==> config.mk <==
export PLATFORM = sky130hd
export DESIGN_NAME = walsh_chal_seq
export DESIGN_NICKNAME = d
export VERILOG_FILES = /design/src/rtl/walsh_chal_seq.sv
export SDC_FILE = /design/constraint.sdc
export NUM_CORES = 1
export LEC_CHECK = 0
export ABC_AREA = 0
export BUFFER_PORTS_ARGS = -buffer_cell sky130_fd_sc_hd__buf_4
export CAP_MARGIN = 20
export CORE_AREA = 2 2 90 92
export DETAILED_ROUTE_END_ITERATION = 10
export DIE_AREA = 0 0 92 94
export GPL_TIMING_DRIVEN = 0
export PLACE_DENSITY = 0.85
export SLEW_MARGIN = 20
export SYNTH_ARGS = -nofsm -noshare
export SYNTH_HDL_FRONTEND = slang
export SYNTH_SLANG_ARGS = --single-unit
==> constraint.sdc <==
create_clock -name clk -period 4.29 [get_ports clk]
set_input_delay 0.429 -clock clk [delete_from_list [all_inputs] [get_ports clk]]
set_output_delay 0.429 -clock clk [all_outputs]
set_load 0.05 [all_outputs]
==> src/rtl/walsh_chal_seq.sv <==
module walsh_chal_seq #(
  parameter int IDX_W = 6
) (
  input  logic                      clk,
  input  logic                      rst_n,
  input  logic                      start_i,
  output logic [(1<<IDX_W)-1:0]     chal_o,
  output logic                      eval_req_o,
  input  logic                      eval_done_i,
  input  logic                      resp_bit_i,
  output logic [(1<<IDX_W)-2:0]     resp_o,
  output logic                      resp_valid_o
);
  localparam int CW = 1 << IDX_W;
  localparam int NB = CW - 1;
  localparam logic [IDX_W-1:0] LAST = IDX_W'(NB);

  logic [IDX_W-1:0] idx;
  logic             run;
  logic             req;
  logic             valid;
  logic [NB-1:0]    resp;
  logic [CW-1:0]    row;

  for (genvar j = 0; j < CW; j++) begin : g_row
    localparam logic [IDX_W-1:0] JV = IDX_W'(j);
    assign row[j] = ^(idx & JV);
  end

  assign chal_o       = run ? row : '0;
  assign eval_req_o   = req;
  assign resp_o       = resp;
  assign resp_valid_o = valid;

  always_ff @(posedge clk) begin
    if (!rst_n) begin
      idx   <= '0;
      run   <= 1'b0;
      req   <= 1'b0;
      valid <= 1'b0;
      resp  <= '0;
    end else begin
      valid <= 1'b0;
      if (!run) begin
        if (start_i) begin
          run  <= 1'b1;
          idx  <= IDX_W'(1);
          req  <= 1'b1;
          resp <= '0;
        end
      end else if (req) begin
        if (eval_done_i) begin
          resp[idx - IDX_W'(1)] <= resp_bit_i;
          req <= 1'b0;
          if (idx == LAST) begin
            run   <= 1'b0;
            valid <= 1'b1;
            idx   <= '0;
          end else begin
            idx <= idx + IDX_W'(1);
          end
        end
      end else begin
        req <= 1'b1;
      end
    end
  end

  AST_BALANCED: assert property (@(posedge clk) disable iff (!rst_n)
    eval_req_o |-> $countones(chal_o) == CW/2);
  AST_REQ_HOLD: assert property (@(posedge clk) disable iff (!rst_n)
    eval_req_o && !eval_done_i |=> eval_req_o && $stable(chal_o));
  AST_REQ_GAP: assert property (@(posedge clk) disable iff (!rst_n)
    eval_req_o && eval_done_i |=> !eval_req_o);
  AST_VALID_ONE: assert property (@(posedge clk) disable iff (!rst_n)
    resp_valid_o |=> !resp_valid_o);
  AST_RESP_KEEP: assert property (@(posedge clk) disable iff (!rst_n)
    run && !(eval_req_o && eval_done_i) |=> $stable(resp_o));
  AST_VALID_IDLE: assert property (@(posedge clk) disable iff (!rst_n)
    resp_valid_o |-> !eval_req_o && chal_o == '0);
endmodule

==> impl_metrics.env <==
export IMPL_critPathCaptureType="primary output"
export IMPL_slowest_stage="buf_1"
export IMPL_avgViaCountPerCell=5.70
export IMPL_finalCritPeriodShare_pct=89.8
export IMPL_hold_start="rst_n"
export IMPL_tightest_slew_ns=1.04
export IMPL_critPathArrivalTime_ns=3.42
export IMPL_ys_types=38
export IMPL_grt_pass1_vias=3909
export IMPL_post_cts_resized=0
export IMPL_critPathBufInv=5
export IMPL_fmax_ghz=0.260
export IMPL_cp_cell_sequence="clkbuf_1 -> inv_1 -> ha_1 -> clkbuf_1 -> buf_1 -> xor2_1 -> xnor2_1 -> and2_1 -> buf_4"
export IMPL_diodes=0
export IMPL_area_growth_pct=31.2
export IMPL_synthesis_nets=469
export IMPL_synth_xor_area_share_pct=13.8
export IMPL_clock_path_buffers=2
export IMPL_drtIter0Drc=291
export IMPL_synth_top_family_by_area="simple AND/OR/NAND/NOR gates"
export IMPL_synth_area_sq_um=4210
export IMPL_io_pins=134
export IMPL_power_leakage_nw=2.46
export IMPL_critPathKind="reg -> out"
export IMPL_num_rows=32
export IMPL_wl_per_cell_um=17.2
export IMPL_cp_required_ns=3.86
export IMPL_start_util_pct=55.3
export IMPL_cts_max_level=3
export IMPL_setup_tns_ns=0
export IMPL_dieWidth_um=92
export IMPL_ys_seq_area_share_pct=34.3
export IMPL_synth_top_area_cell="dfxtp_1"
export IMPL_vias=4012
export IMPL_r2r_start="idx[1]$_SDFFE_PN0P_"
export IMPL_dpl_instance_area_sq_um=5330
export IMPL_syn_inst=454
export IMPL_cap_violations=0
export IMPL_ys_top_cells_by_area="dfxtp_1, a32o_1, and2_1"
export IMPL_grt_usage_pct=28.4
export IMPL_final_antenna_net_count=0
export IMPL_synth_simple_gate_area_share_pct=22.6
export IMPL_antenna_found_initial=0
export IMPL_grt_pass1_wl_um=19500
export IMPL_fillCellCount=600
export IMPL_crit_path_frequent_cell="clkbuf_1"
export IMPL_status="complete, no violations"
export IMPL_dp_hpwl_um=9160
export IMPL_drc=0
export IMPL_cts_setup_buffers=0
export IMPL_port_buffers=132
export IMPL_setup_viol_count_final=0
export IMPL_min_period_ns=3.85
export IMPL_rsz0062_at_grt="no"
export IMPL_finClkSkew_ns=0.0125
export IMPL_crit_fanout=10
export IMPL_path_clk_slew_ns=0.08
export IMPL_nets=612
export IMPL_critPathLaunchType="flop"
export IMPL_muxShareOfSynthArea_pct=0
export IMPL_clk_latency_ns=0.36
export IMPL_postCtsHoldBufs=0
export IMPL_die_h_um=94
export IMPL_ys_warn_count=0
export IMPL_maxSlewViolCount=0
export IMPL_timing_rr_end="resp_o[19]$_SDFFE_PN0P_"
export IMPL_min_to="resp_valid_o$_SDFF_PN0_"
export IMPL_final_hold_viol_count=0
export IMPL_gp_congestion=0.852
export IMPL_min_path_type="in -> reg"
export IMPL_rr_worst_depth=8
export IMPL_post_route_util_pct=72.5
export IMPL_cts_root_buf="clkbuf_8"
export IMPL_synth_compound_area_share_pct=21.1
export IMPL_ir_drop_uv=226
export IMPL_cts_sinks=72
export IMPL_power_density_nw_per_um2=275
export IMPL_cts_buffers=9
export IMPL_hold_depth=2
export IMPL_synth_top_cell_area_share_pct=34.3
export IMPL_cpPeakStageDelay_ns=0.60
export IMPL_grt_max_degree=16
export IMPL_routed_wl_um=12100
export IMPL_die_area_sq_um=8650
export IMPL_core_area_sq_um=7610
export IMPL_ys_ff_latch=72
export IMPL_cts_tree="yes"
export IMPL_final_area_sq_um=5520
export IMPL_drive_gt1_share_pct=30.4
export IMPL_first_pass_iters=5
export IMPL_cp_top_family="buffers and inverters"
export IMPL_grt_overflow=0
export IMPL_final_cell_count_no_fill=704
export IMPL_dp_cells=688
export IMPL_syn_avg_cell_area_sq_um=9.27
export IMPL_maxSlewHeadroom_pct=30.3
export IMPL_reg2reg_slack_ns=1.19
export IMPL_synthAdderAreaFrac_pct=2.97
## worst register-to-register path, cell delays in order, from the launching register on
cell      delay, ns
dfxtp_1        0.38
clkbuf_1       0.41
inv_1          0.21
ha_1           0.28
xnor2_1        0.22
o21ai_0        0.21
nor3_1         0.83
nand2_1        0.15
a32o_1         0.31
## Yosys cell counts (all sizes together)
library cell	count
o311ai	2
clkbuf	18
a21boi	1
nand3	10
nand2	63
and3	1
o41ai	2
xor2	41
o211ai	10
nor2b	2
o21ai	11
buf	17
and2	65
a211o	1
ha	10
or2b	1
nor3	2
nand2b	3
conb	1
clkinv	1
a32o	54
nand4	5
o311a	1
a31oi	2
a211oi	5
inv	5
dfxtp	72
nor4	4
xnor2	22
nor2	21
a31o	1
## where the power goes
group	total [mW]	internal, mW	switching (mW)
sequential	0.674	0.671	0.00292
clock	0.514	0.221	0.293
combinational	0.331	0.101	0.231
total	1.52	0.993	0.526
## kinds of logic (layout without fill, tap and decap cells)
| kind of cell | Yosys count | count (layout) |
|---|---|---|
| and+or+nand+nor | 177 | 177 |
| AOI/OAI and AO/OA | 90 | 90 |
| DFF | 72 | 72 |
| xor gates and xnor gates | 63 | 63 |
| buffers and inverters | 41 | 189 |
| adders and majority gates | 10 | 10 |
| other | 1 | 1 |
## state kept, by name, indices dropped and copies added, names as in the netlist
| name | flops |
|---|---|
| eval_req_o | 1 |
| idx | 6 |
| resp_o | 63 |
| resp_valid_o | 1 |
| run | 1 |
## through the flow
stage          setup WS, ns  hold slack [ns]  total power [mW]
2_1_floorplan          1.28            0.551             0.937
3_3_place_gp          0.904            0.481              1.01
3_5_place_dp          0.841            0.484              1.02
4_1_cts               0.455            0.346              1.52
5_1_grt               0.216            0.354              1.57
6_report              0.437            0.349              1.52
## worst max-delay path by stage
| stage | start | slack (ns) | cells after the start | to |
|---|---|---|---|---|
| 4_1_cts | idx[1]$_SDFFE_PN0P_ | 0.45 | 9 | chal_o[23] |
| 2_1_floorplan | idx[1]$_SDFFE_PN0P_ | 1.28 | 8 | chal_o[47] |
| 6_report | idx[1]$_SDFFE_PN0P_ | 0.44 | 9 | chal_o[23] |
| 5_1_grt | idx[1]$_SDFFE_PN0P_ | 0.22 | 9 | chal_o[39] |
| 3_5_place_dp | idx[1]$_SDFFE_PN0P_ | 0.84 | 9 | chal_o[23] |
| 3_3_place_gp | idx[1]$_SDFFE_PN0P_ | 0.90 | 9 | chal_o[39] |
## per-layer routing
metal  wire, um  track usage [%]  vias up
met3        922             6.02       23
li1           -                -     1896
met2       5830             46.8      170
met5          0                0        -
met1       5120             36.1     1923
met4        235             12.6        0
## layout make-up
type                       count  area (sq um)  share of cell area [%]
timing repair buffer         132           991                    18.0
clock inverter                 7          63.8                    1.16
buffer                        35           196                    3.56
clock buffer                   9           124                    2.24
multi-input combinational    341          2550                    46.2
sequential                    72          1440                    26.1
inverter                       6          22.5                   0.408
tap                          102           128                    2.31
## placed cells by master, fill, tap and decap left out, types with 5 or more instances in the layout
cell      netlist  layout
nand2_1        63      63
o211ai_1       10      10
xor2_1         41      41
xnor2_1        18      18
a211oi_4        5       5
o21ai_0        11      11
and2_1         65      65
buf_6           6       6
dfxtp_1        72      72
nand4_1         5       5
clkbuf_1       18      18
buf_4           4     136
nand3_1        10      10
nor2_1         21      21
ha_1           10      10
a32o_1         54      54
clkbuf_8        0       9
Note: power is estimated with default switching activity, not from simulation.
